--- src/rtl/sdbg_pkg.sv ---
package sdbg_pkg;

  // direction of the window currently framed by the host
  typedef enum logic {
    DIR_TO_TARGET = 1'b0,
    DIR_TO_HOST   = 1'b1
  } sdbg_dir_e;

  // line action requested by the transmit side in one cycle
  typedef enum logic [1:0] {
    LINE_RELEASE = 2'd0,
    LINE_LOW     = 2'd1,
    LINE_PULSE   = 2'd2
  } sdbg_line_e;

endpackage

--- src/rtl/sdbg_edge_sync.sv ---
module sdbg_edge_sync #(
  parameter int STAGES = 2
) (
  input  logic clk,
  input  logic rst_n,
  input  logic pin_i,
  output logic level_o,
  output logic fall_o
);

  logic [STAGES-1:0] chain_q;
  logic              last_q;

  generate
    genvar gi;
    for (gi = 0; gi < STAGES; gi++) begin : g_stage
      if (gi == 0) begin : g_first
        always_ff @(posedge clk or negedge rst_n) begin
          if (!rst_n) chain_q[gi] <= 1'b1;
          else        chain_q[gi] <= pin_i;
        end
      end else begin : g_next
        always_ff @(posedge clk or negedge rst_n) begin
          if (!rst_n) chain_q[gi] <= 1'b1;
          else        chain_q[gi] <= chain_q[gi-1];
        end
      end
    end
  endgenerate

  always_ff @(posedge clk or negedge rst_n) begin
    if (!rst_n) last_q <= 1'b1;
    else        last_q <= chain_q[STAGES-1];
  end

  assign level_o = chain_q[STAGES-1];
  assign fall_o  = last_q & ~chain_q[STAGES-1];

endmodule

--- src/rtl/sdbg_bit_timer.sv ---
module sdbg_bit_timer #(
  parameter int BIT_CYCLES = 16,
  parameter int TIMEOUT    = 512,
  localparam int PH_W      = $clog2(BIT_CYCLES),
  localparam int TM_W      = $clog2(TIMEOUT + 1)
) (
  input  logic            clk,
  input  logic            rst_n,
  input  logic            fall_i,
  output logic            win_active_o,
  output logic [PH_W-1:0] phase_o,
  output logic            accept_o,
  output logic            abort_o
);

  localparam logic [PH_W-1:0] PH_LAST = PH_W'(BIT_CYCLES - 1);
  localparam logic [TM_W-1:0] TM_END  = TM_W'(TIMEOUT);

  logic            active_q;
  logic [PH_W-1:0] ph_q;
  logic [TM_W-1:0] idle_q;
  logic            armed_q;

  assign abort_o      = armed_q && (idle_q == TM_END);
  assign accept_o     = fall_i && !active_q && !abort_o;
  assign win_active_o = active_q;
  assign phase_o      = ph_q;

  always_ff @(posedge clk or negedge rst_n) begin
    if (!rst_n) begin
      active_q <= 1'b0;
      ph_q     <= '0;
      idle_q   <= '0;
      armed_q  <= 1'b0;
    end else if (abort_o) begin
      armed_q <= 1'b0;
      idle_q  <= '0;
    end else if (accept_o) begin
      active_q <= 1'b1;
      ph_q     <= PH_W'(1);
      idle_q   <= TM_W'(1);
      armed_q  <= 1'b1;
    end else begin
      if (active_q) begin
        if (ph_q == PH_LAST) begin
          active_q <= 1'b0;
          ph_q     <= '0;
        end else begin
          ph_q <= ph_q + 1'b1;
        end
      end
      if (armed_q) idle_q <= idle_q + 1'b1;
    end
  end

  AST_WIN_ADVANCE: assert property (@(posedge clk) disable iff (!rst_n)
    (active_q && ph_q != PH_LAST) |=> (active_q && ph_q == PH_W'($past(ph_q) + 1'b1)));
  AST_WIN_CLOSE: assert property (@(posedge clk) disable iff (!rst_n)
    (active_q && ph_q == PH_LAST) |=> !active_q);
  AST_ABORT_SINGLE: assert property (@(posedge clk) disable iff (!rst_n)
    abort_o |=> !abort_o);

endmodule

--- src/rtl/sdbg_rx_shift.sv ---
module sdbg_rx_shift #(
  parameter int DATA_W    = 8,
  parameter int PH_W      = 4,
  parameter int SAMPLE_AT = 10,
  localparam int CNT_W    = $clog2(DATA_W)
) (
  input  logic              clk,
  input  logic              rst_n,
  input  logic              win_active_i,
  input  logic [PH_W-1:0]   phase_i,
  input  sdbg_pkg::sdbg_dir_e dir_i,
  input  logic              level_i,
  input  logic              abort_i,
  input  logic              rx_ready_i,
  output logic              rx_valid_o,
  output logic [DATA_W-1:0] rx_data_o,
  output logic              empty_o
);

  localparam logic [CNT_W-1:0] CNT_LAST = CNT_W'(DATA_W - 1);
  localparam logic [PH_W-1:0]  PH_SAMP  = PH_W'(SAMPLE_AT);

  logic [CNT_W-1:0]  cnt_q;
  logic [DATA_W-1:0] sh_q;
  logic [DATA_W-1:0] sh_next;
  logic              hold_v_q;
  logic [DATA_W-1:0] hold_d_q;
  logic              take_bit;
  logic              byte_done;

  assign take_bit  = win_active_i && (dir_i == sdbg_pkg::DIR_TO_TARGET) && (phase_i == PH_SAMP);
  assign sh_next   = {sh_q[DATA_W-2:0], level_i};
  assign byte_done = take_bit && (cnt_q == CNT_LAST);
  assign empty_o   = (cnt_q == '0);

  always_ff @(posedge clk or negedge rst_n) begin
    if (!rst_n) begin
      cnt_q <= '0;
      sh_q  <= '0;
    end else if (abort_i) begin
      cnt_q <= '0;
      sh_q  <= '0;
    end else if (take_bit) begin
      sh_q  <= sh_next;
      cnt_q <= byte_done ? '0 : cnt_q + 1'b1;
    end
  end

  always_ff @(posedge clk or negedge rst_n) begin
    if (!rst_n) begin
      hold_v_q <= 1'b0;
      hold_d_q <= '0;
    end else if (byte_done && (!hold_v_q || rx_ready_i)) begin
      hold_v_q <= 1'b1;
      hold_d_q <= sh_next;
    end else if (rx_ready_i) begin
      hold_v_q <= 1'b0;
    end
  end

  assign rx_valid_o = hold_v_q;
  assign rx_data_o  = hold_d_q;

  AST_RX_HOLD: assert property (@(posedge clk) disable iff (!rst_n)
    (hold_v_q && !rx_ready_i) |=> (hold_v_q && $stable(hold_d_q)));
  AST_ABORT_CLEARS_RX: assert property (@(posedge clk) disable iff (!rst_n)
    abort_i |=> empty_o);

endmodule

--- src/rtl/sdbg_tx_shift.sv ---
module sdbg_tx_shift #(
  parameter int DATA_W     = 8,
  parameter int PH_W       = 4,
  parameter int BIT_CYCLES = 16,
  parameter int SPEEDUP_AT = 7,
  parameter int DRIVE0_END = 11,
  localparam int CNT_W     = $clog2(DATA_W)
) (
  input  logic              clk,
  input  logic              rst_n,
  input  logic              win_active_i,
  input  logic [PH_W-1:0]   phase_i,
  input  logic              fall_i,
  input  logic              abort_i,
  input  logic              rx_empty_i,
  input  logic              tx_valid_i,
  input  logic [DATA_W-1:0] tx_data_i,
  output logic              tx_ready_o,
  output sdbg_pkg::sdbg_dir_e dir_o,
  output logic              pin_o,
  output logic              pin_oe
);

  import sdbg_pkg::*;

  localparam logic [CNT_W-1:0] CNT_LAST = CNT_W'(DATA_W - 1);
  localparam logic [PH_W-1:0]  PH_LAST  = PH_W'(BIT_CYCLES - 1);
  localparam logic [PH_W-1:0]  PH_PULSE = PH_W'(SPEEDUP_AT);
  localparam logic [PH_W-1:0]  PH_D0END = PH_W'(DRIVE0_END);

  logic              busy_q;
  logic [CNT_W-1:0]  cnt_q;
  logic [DATA_W-1:0] sh_q;
  logic              load;
  logic              cur_bit;
  sdbg_line_e        line;

  assign tx_ready_o = !busy_q && rx_empty_i && !win_active_i && !fall_i && !abort_i;
  assign load       = tx_valid_i && tx_ready_o;
  assign cur_bit    = sh_q[DATA_W-1];
  assign dir_o      = busy_q ? DIR_TO_HOST : DIR_TO_TARGET;

  always_ff @(posedge clk or negedge rst_n) begin
    if (!rst_n) begin
      busy_q <= 1'b0;
      cnt_q  <= '0;
      sh_q   <= '0;
    end else if (abort_i) begin
      busy_q <= 1'b0;
      cnt_q  <= '0;
      sh_q   <= '0;
    end else if (load) begin
      busy_q <= 1'b1;
      cnt_q  <= '0;
      sh_q   <= tx_data_i;
    end else if (win_active_i && busy_q && phase_i == PH_LAST) begin
      sh_q <= {sh_q[DATA_W-2:0], 1'b0};
      if (cnt_q == CNT_LAST) begin
        busy_q <= 1'b0;
        cnt_q  <= '0;
      end else begin
        cnt_q <= cnt_q + 1'b1;
      end
    end
  end

  always_comb begin
    line = LINE_RELEASE;
    if (win_active_i && busy_q) begin
      if (cur_bit && phase_i == PH_PULSE)        line = LINE_PULSE;
      else if (!cur_bit && phase_i <= PH_D0END)  line = LINE_LOW;
    end
  end

  assign pin_oe = (line != LINE_RELEASE);
  assign pin_o  = (line == LINE_PULSE);

  AST_LOAD_IDLE: assert property (@(posedge clk) disable iff (!rst_n)
    $rose(busy_q) |-> !win_active_i);

endmodule

--- src/rtl/sdbg_bit_engine.sv ---
module sdbg_bit_engine #(
  parameter int DATA_W      = 8,
  parameter int BIT_CYCLES  = 16,
  parameter int SAMPLE_AT   = 10,
  parameter int SPEEDUP_AT  = 7,
  parameter int DRIVE0_END  = 11,
  parameter int TIMEOUT     = 512,
  parameter int SYNC_STAGES = 2
) (
  input  logic              clk,
  input  logic              rst_n,
  input  logic              pin_i,
  output logic              pin_o,
  output logic              pin_oe,
  output logic              rx_valid,
  input  logic              rx_ready,
  output logic [DATA_W-1:0] rx_data,
  input  logic              tx_valid,
  output logic              tx_ready,
  input  logic [DATA_W-1:0] tx_data,
  output logic              abort_o
);

  localparam int PH_W = $clog2(BIT_CYCLES);

  logic                level;
  logic                fall;
  logic                win_active;
  logic [PH_W-1:0]     phase;
  logic                accept;
  logic                abort;
  logic                rx_empty;
  sdbg_pkg::sdbg_dir_e dir;

  sdbg_edge_sync #(.STAGES(SYNC_STAGES)) u_sync (
    .clk(clk), .rst_n(rst_n), .pin_i(pin_i), .level_o(level), .fall_o(fall)
  );

  sdbg_bit_timer #(.BIT_CYCLES(BIT_CYCLES), .TIMEOUT(TIMEOUT)) u_timer (
    .clk(clk), .rst_n(rst_n), .fall_i(fall), .win_active_o(win_active),
    .phase_o(phase), .accept_o(accept), .abort_o(abort)
  );

  sdbg_rx_shift #(.DATA_W(DATA_W), .PH_W(PH_W), .SAMPLE_AT(SAMPLE_AT)) u_rx (
    .clk(clk), .rst_n(rst_n), .win_active_i(win_active), .phase_i(phase),
    .dir_i(dir), .level_i(level), .abort_i(abort), .rx_ready_i(rx_ready),
    .rx_valid_o(rx_valid), .rx_data_o(rx_data), .empty_o(rx_empty)
  );

  sdbg_tx_shift #(.DATA_W(DATA_W), .PH_W(PH_W), .BIT_CYCLES(BIT_CYCLES),
                  .SPEEDUP_AT(SPEEDUP_AT), .DRIVE0_END(DRIVE0_END)) u_tx (
    .clk(clk), .rst_n(rst_n), .win_active_i(win_active), .phase_i(phase),
    .fall_i(fall), .abort_i(abort), .rx_empty_i(rx_empty),
    .tx_valid_i(tx_valid), .tx_data_i(tx_data), .tx_ready_o(tx_ready),
    .dir_o(dir), .pin_o(pin_o), .pin_oe(pin_oe)
  );

  assign abort_o = abort;

  AST_SPEEDUP_ONE: assert property (@(posedge clk) disable iff (!rst_n)
    (pin_oe && pin_o) |=> !pin_oe);
  AST_LOW_RELEASE: assert property (@(posedge clk) disable iff (!rst_n)
    ($fell(pin_oe) && !$past(pin_o)) |-> (phase == PH_W'(DRIVE0_END + 1)));
  AST_QUIET_IN_RX: assert property (@(posedge clk) disable iff (!rst_n)
    (win_active && dir == sdbg_pkg::DIR_TO_TARGET) |-> !pin_oe);
  AST_ACCEPT_OPENS: assert property (@(posedge clk) disable iff (!rst_n)
    accept |=> (win_active && phase == PH_W'(1)));

endmodule

--- config.mk ---
export PLATFORM = sky130hd
export DESIGN_NAME = sdbg_bit_engine
export DESIGN_NICKNAME = d
export VERILOG_FILES = /design/src/rtl/sdbg_pkg.sv /design/src/rtl/sdbg_edge_sync.sv /design/src/rtl/sdbg_bit_timer.sv /design/src/rtl/sdbg_rx_shift.sv /design/src/rtl/sdbg_tx_shift.sv /design/src/rtl/sdbg_bit_engine.sv
export SDC_FILE = /design/constraint.sdc
export NUM_CORES = 1
export LEC_CHECK = 0
export BUFFER_PORTS_ARGS = -buffer_cell sky130_fd_sc_hd__buf_4
export CORE_MARGIN = 5
export CORE_UTILIZATION = 40
export DETAILED_ROUTE_END_ITERATION = 10
export SLEW_MARGIN = 0
export SYNTH_ARGS = -nofsm -noshare
export SYNTH_HDL_FRONTEND = slang
export SYNTH_SLANG_ARGS = --single-unit
--- constraint.sdc ---
create_clock -name clk -period 1.65 [get_ports clk]
set_input_delay 0.165 -clock clk [delete_from_list [all_inputs] [get_ports clk]]
set_output_delay 0.165 -clock clk [all_outputs]
set_load 0.01 [all_outputs]
==> results.md, run 1 <==
* Status: complete, but fails checks
* Failing checks: setup timing
* Die area at 0.00795 mm2
* Clock transition at path regs at 0.10 ns
* Cell taking the most area after synthesis: dfrtp_1
* Slew Viols, Final at 0
* Fmax at 546 MHz
* Max Cap Viol at 0
* Port Buf Inserts at 25
* Hpwl dp at 3650 um
* Most common cell in the netlist: dfrtp_1
* Post-layout min period at 1.83 ns
* Fill count at 502
* Root buffer cell: clkbuf_8
* Layout Nets at 321
* Mapped Cells at 229
* Unique masters post-synth at 52
* Via count at 1,924
* GR Overflow Total at 0
* Synthesis-to-finish area growth at 38.7%
* Antenna cell count at 0
* Flop2flop setup slack at 0 ns
* WP data required at 1.48 ns
* IO Count at 26
* Ratio of cells with drive above 1 in the final layout at 43.3%
* FF+latch count, synth at 50
* FF+latch area at 0.00126 mm2
* First DRT Iteration DRCs at 78
* CTS Buf Count at 5
* Hold WC Path Type: primary input to flip-flop
* Pin count of the biggest net entering global routing at 51
* Area occupied by multi-input gates at 0.00134 mm2
* Initial antenna violation count at 0
* Register area share after synthesis at 50.1%
* RePlAce Congestion at 0.780
* Worst Skew at 0.00791 ns
* Worst-Skew Late Latency at 0.30 ns
* Vias in the first global route at 1,973
* Setup crit start kind: flip-flop
* Final ANT Viol Nets at 0
* Routed len/inst at 14.6 um
* Max Fanout on Critical Path at 3
* Worst Setup End Kind: output port
* Top-area cell type share of the netlist area at 47.0%
* Critical Path AT at 1.67 ns
* WL final at 5470 um
* Vias per cell at 5.13
* Worst ir drop on vdd at 0.000485 V
* Power per Cell Area at 1140 mW/mm2
* First-pass GRT wire length at 9100 um
* Post-synth EDFFs at 0
* Residual DRC at 0
* P_leak at 1.65 nW
* Setup repair after global routing missed its margin: true
* Min Hold Slack at 0.131 ns
* TritonCTS clock tree: yes
* Cell area after synthesis at 0.00250 mm2
* Max_slew headroom at 57.3%
* Final Cycle Share at 111%
* GRT Total Usage at 14.5%
* DR pass1 iterations at 4
* Clk sink count at 50
* Htree depth at 2
* Avg Cell Area, Syn at 10.9 um2
* Placed insts at 357
* Synth top cells by count: dfrtp_1 (47), nand2_1 (22), nor2_1 (20)
* Post-synth ARST share at 100%
* Cell Rows at 28
* Die width at 89.1 um
* Setup ws final at -0.181 ns
* Die height at 89.1 um
* Worst Max-Slew Pin Slew at 0.640 ns
* Post-synth net total at 251
* Maximum buffer depth of the clock tree at 2
* Setup TNS at -0.279 ns
* Top FF cell, synth: dfrtp_1
* Core Region at 0.00599 mm2
* Final Hold Fails at 0
* Post-route insts no fill at 375
* Final setup fails at 4
* Top cells by area, synth: dfrtp_1 (47%), mux2i_1 (6.0%), mux2_4 (4.8%)
* Final core utilization at 58.0%
* Kind of critical path: flip-flop to output port
* Pre-CTS setup slack at -0.0623 ns
* Initial Util at 41.8%
* Ys Warns at 0
[kinds of logic after synthesis]
logic type	Yosys count	synth area share, %
simple gates	81	18.2
fa+ha+maj	9	4.50
compound gates	43	11.3
xor+xnor	2	0.699
flops	50	50.1
buf+inv	21	4.35
mux	23	10.8
[stage by stage]
stage | cell area [um2] | power (W)
after floorplan | 2510 | 0.00226
after global placement | 3020 | 0.00277
after detailed placement | 3020 | 0.00278
after CTS | 3280 | 0.00383
after global routing | 3470 | 0.00422
final | 3470 | 0.00395
[power by group]
| part | total [W] | internal, W | switching (W) | leakage [nW] |
|---|---|---|---|---|
| Sequential | 0.00158 | 0.00140 | 0.000171 | 0.623 |
| Clock | 0.000870 | 0.000451 | 0.000419 | 0.0504 |
| Combinational | 0.00150 | 0.000792 | 0.000712 | 0.973 |
| Total | 0.00395 | 0.00265 | 0.00130 | 1.65 |
[state kept, by name, summed over array words and instances (netlist names)]
| name | count |
|---|---|
| u_sync.last_q | 1 |
| u_rx.sh_q | 7 |
| u_rx.rx_valid_o | 1 |
| u_tx.busy_q | 1 |
| u_tx.cnt_q | 3 |
| u_sync.chain_q | 1 |
| u_rx.rx_data_o | 8 |
| u_timer.idle_q | 10 |
| u_sync.level_o | 1 |
| u_timer.win_active_o | 1 |
| u_timer.phase_o | 4 |
| u_rx.cnt_q | 3 |
| u_tx.sh_q | 8 |
| u_timer.armed_q | 1 |
[cell usage in the layout (no fill, tap or decap), types with 7 or more instances in the layout]
| cell | synthesis | routed |
|---|---|---|
| o21ai_0 | 7 | 7 |
| mux2_4 | 8 | 8 |
| a21oi_1 | 9 | 7 |
| mux2i_1 | 15 | 15 |
| nor2_1 | 20 | 18 |
| dfrtp_1 | 47 | 46 |
| buf_6 | 3 | 12 |
| nand3_1 | 11 | 11 |
| nand2_1 | 22 | 18 |
| buf_4 | 0 | 57 |
[what timing repair did]
action	CTS	global route
pin swaps	6	7
buffers inserted	5	3
endpoints found under the hold margin	48	0
gates resized for setup	19	36
gates cloned	0	2
hold buffers	2	0
endpoints found under the setup margin	20	40
[final cells by class]
class                           instances  share of cell area, %
Inverter                               11                   1.19
Tap cell                               75                   2.70
Multi-Input combinational cell        158                   38.6
Sequential cell                        50                   36.2
Timing Repair Buffer                   73                   18.1
Clock inverter                          3                   1.30
Clock buffer                            5                   1.98
[critical path: stages (launching register included)]
cell and delay (ns):
dfrtp_1 0.40, inv_2 0.08, ha_4 0.12, nor4b_4 0.19
nand4_1 0.21, and3_4 0.24, buf_6 0.11
[path summary, 6_finish.rpt]
path	from	endpoint	depth (start not counted)
worst min-delay path	tx_data[0]	u_tx.sh_q[0]$_DFFE_PN0P_	3
max in group asynchronous	rst_n	u_timer.phase_o[3]$_DFFE_PN0P_	2
worst max-delay path	u_timer.idle_q[1]$_DFFE_PN0P_	tx_ready	6
min in group asynchronous	rst_n	u_rx.sh_q[2]$_DFFE_PN0P_	2
worst min register to register	u_sync.chain_q[0]$_DFF_PN1_	u_sync.level_o$_DFF_PN1_	0
worst max register to register	u_timer.phase_o[0]$_DFFE_PN0P_	u_rx.rx_data_o[1]$_DFFE_PN0P_	5
[metal layers]
metal	wire length [um]	vias up	global-route usage, %
met3	241	5	3.13
li1	-	959	-
met2	2610	40	23.5
met4	50	0	4.19
met1	2570	920	19.5
met5	0	-	0
No activity file was read; power rests on OpenSTA's default activity.
==> run 2: changes to the inputs <==
- ABC_AREA: default -> 1
- CORE_ASPECT_RATIO: default -> 0.5
==> run 2 against run 1 <==
The flow still finishes with violations (setup timing). Register-to-register slack worse by 0.04 ns. Critical endpoint unchanged. Count of clock-buffer cells in the layout increased by 1. Critical path type unchanged. Largest power group is now combinational cells. Sequential power rose by 19%. Clock skew fell by 0.0040 ns.
==> results.md, run 2 <==
* Final Cycle Share at 104% (-7.1 points)
* Root buffer cell: clkbuf_16
* Initial antenna violation count at 0 (unchanged)
* Vias in the first global route at 2,102 (+6.5%)
* DR pass1 iterations at 4 (unchanged)
* IO Count at 26 (unchanged)
* Die area at 0.00801 mm2 (+0.76%)
* Ys Warns at 0 (unchanged)
* Top cells by area, synth: dfrtp_1 (47%), nand2_1 (12%), o21ai_0 (5.2%)
* Clk sink count at 50 (unchanged)
* Setup ws final at -0.0633 ns (+0.118 ns)
* Area occupied by multi-input gates at 0.00132 mm2 (-1.4%)
* Top-area cell type share of the netlist area at 47.2% (+0.24 points)
* Htree depth at 2 (unchanged)
* Post-synth EDFFs at 0 (unchanged)
* Cell area after synthesis at 0.00249 mm2 (-0.50%)
* Layout Nets at 380 (+18%)
* P_leak at 1.69 nW (+2.5%)
* Pin count of the biggest net entering global routing at 51 (unchanged)
* Worst-Skew Late Latency at 0.29 ns (about the same)
* Max FFs per register at 10 (unchanged)
* First DRT Iteration DRCs at 107 (+37%)
* FF+latch area at 0.00126 mm2 (unchanged)
* Cell Rows at 20 (-29%)
* Most frequent cells in the layout: nand2_1 (64), buf_4 (54), dfrtp_1 (46), inv_1 (26), o21ai_0 (20)
* Residual DRC at 0 (unchanged)
* Final ANT Viol Nets at 0 (unchanged)
* Post-layout min period at 1.71 ns (-0.118 ns)
* Power per Cell Area at 1440 mW/mm2 (+26%)
* Slew Viols, Final at 0 (unchanged)
* CTS Buf Count at 5 (unchanged)
* Ratio of cells with drive above 1 in the final layout at 38.4% (-4.9 points)
* First-pass GRT wire length at 9590 um (+5.4%)
* Vias per cell at 4.91 (-4.3%)
* Port Buf Inserts at 25 (unchanged)
* Commonest non-fill, non-tap cell in the layout: nand2_1
* Failing checks: setup timing
* Hpwl dp at 3760 um (+3.0%)
* Worst Setup End Kind: output port
* Maximum buffer depth of the clock tree at 2 (unchanged)
* Top FF cell, synth: dfrtp_1
* Clock transition at path regs at 0.07 ns (-0.03 ns)
* Fin area at 0.00352 mm2 (+1.2%)
* Final setup fails at 10 (+6)
* GR Overflow Total at 0 (unchanged)
* Post-synth ARST share at 100% (unchanged)
* Max Fanout on Critical Path at 4 (+1)
* WP data required at 1.48 ns (about the same)
* Unique masters post-synth at 30 (-42%)
* Routed len/inst at 13.6 um (-6.5%)
* Hold WC Path Type: primary input to flip-flop
* Core Region at 0.00606 mm2 (+1.1%)
* Max Cap Viol at 0 (unchanged)
* Overall power at 0.00505 W (+28%)
* Worst Skew at 0.00394 ns (-0.00397 ns)
* Worst ir drop on vdd at 0.000616 V (+27%)
* Status: complete, but fails checks
* WL final at 6100 um (+11%)
* Register name with the most flops: u_timer.idle_q
* Worst Max-Slew Pin Slew at 0.637 ns (-0.00357 ns)
* TritonCTS clock tree: yes
* Most common cell in the netlist: nand2_1
* Setup crit start kind: flip-flop
* FF+latch count, synth at 50 (unchanged)
* Cell taking the most area after synthesis: dfrtp_1
* Initial Util at 41.2% (-0.66 points)
* Max_slew headroom at 57.5% (+0.24 points)
* Synthesis-to-finish area growth at 41.1%
* Via count at 2,194 (+14%)
* Setup repair after global routing missed its margin: true
* Fill count at 540 (+7.6%)
* Register area share after synthesis at 50.4% (+0.25 points)
* Avg Cell Area, Syn at 8.54 um2 (-22%)
* Post-synth net total at 314 (+25%)
* RePlAce Congestion at 0.846 (+8.5%)
* Fmax at 584 MHz (+6.9%)
* Dpl cell area at 0.00289 mm2 (-4.2%)
* Mapped Cells at 292 (+28%)
* Kind of critical path: flip-flop to output port
* Synth top cells by count: nand2_1 (80), dfrtp_1 (47), inv_1 (34)
* GRT Total Usage at 15.1% (+0.67 points)
* Die width at 122 um (+36%)
* Antenna cell count at 0 (unchanged)
* Final Hold Fails at 0 (unchanged)
* Die height at 65.8 um (-26%)
* Critical Path AT at 1.55 ns (-0.12 ns)
[run 2: final timing paths]
kind                       depth (start not counted)                          endpoint  slack, ns                      startpoint
setup / recovery                                   9                          tx_ready      -0.06   u_timer.idle_q[0]$_DFFE_PN0P_
hold / removal                                     3          u_tx.sh_q[0]$_DFFE_PN0P_       0.11                      tx_data[0]
setup reg to reg                                   9     u_rx.rx_data_o[5]$_DFFE_PN0P_      -0.04  u_timer.phase_o[0]$_DFFE_PN0P_
hold reg to reg                                    0          u_sync.level_o$_DFF_PN1_       0.36     u_sync.chain_q[0]$_DFF_PN1_
max in group asynchronous                          2  u_timer.win_active_o$_DFFE_PN0N_       0.74                           rst_n
min in group asynchronous                          2     u_timer.idle_q[4]$_DFFE_PN0P_       0.44                           rst_n
[run 2: area by class of cell]
class                           count  share of cell area (%)
Sequential cell                    50                    35.7
Clock inverter                      2                    1.07
Multi-Input combinational cell    200                    37.6
Tap cell                           88                    3.13
Clock buffer                        6                    3.67
Inverter                           37                    4.16
Timing Repair Buffer               63                    14.4
Timing Repair inverter              1                   0.214
[run 2: per-stage QoR]
stage | TNS [ns] | hold slack (ns) | setup slack, ns | cells | util (%)
6_report | -0.242 | 0.113 | -0.0633 | 447 | 58.1
5_1_grt | -2.19 | 0.121 | -0.132 | 447 | 58.1
4_1_cts | -0.514 | 0.110 | -0.0756 | 437 | 53.8
3_5_place_dp | -0.138 | 0.234 | -0.0605 | 417 | 47.7
3_3_place_gp | -0.0171 | 0.227 | -0.0145 | 417 | 47.7
2_1_floorplan | 0 | -0.131 | 0.0574 | 292 | -
[run 2: critical path, cell delays in order, from the launching register on]
cell and delay, ns:
dfrtp_1 0.40, inv_2 0.09, ha_4 0.14, nand2_4 0.05, inv_2 0.05, nand3_2 0.08, nor2_4 0.15, buf_6 0.14
nor3_4 0.05, buf_6 0.12
[run 2: per-layer routing]
layer / global-route usage [%] / wire, um / share of wire [%]
met1: 18.8 / 2690 / 44
met2: 26.0 / 3100 / 51
met3: 3.16 / 216 / 3.5
met4: 6.28 / 95 / 1.6
met5: 0 / 0 / 0
[run 2: logic make-up after synthesis]
family | count (synthesis) | share of synthesized area, %
DFF | 50 | 50.4
adders and majority gates | 9 | 4.52
buffers and inverters | 43 | 6.93
xor gates and xnor gates | 4 | 1.41
muxes | 1 | 0.452
AOI/OAI and AO/OA | 50 | 11.7
and+or+nand+nor | 135 | 24.6
[run 2: repair_timing]
item,CTS,global route
pin swaps,5,20
gates resized for setup,24,57
hold buffers,2,0
hold endpoints to repair,48,0
cloned,0,2
buffers inserted,10,9
endpoints found under the setup margin,11,47
[run 2: power by group]
group / internal [W] / leakage [nW] / switching [W]
clock network: 0.000716 / 0.0771 / 0.000447
registers: 0.00158 / 0.645 / 0.000304
logic: 0.000943 / 0.965 / 0.00107
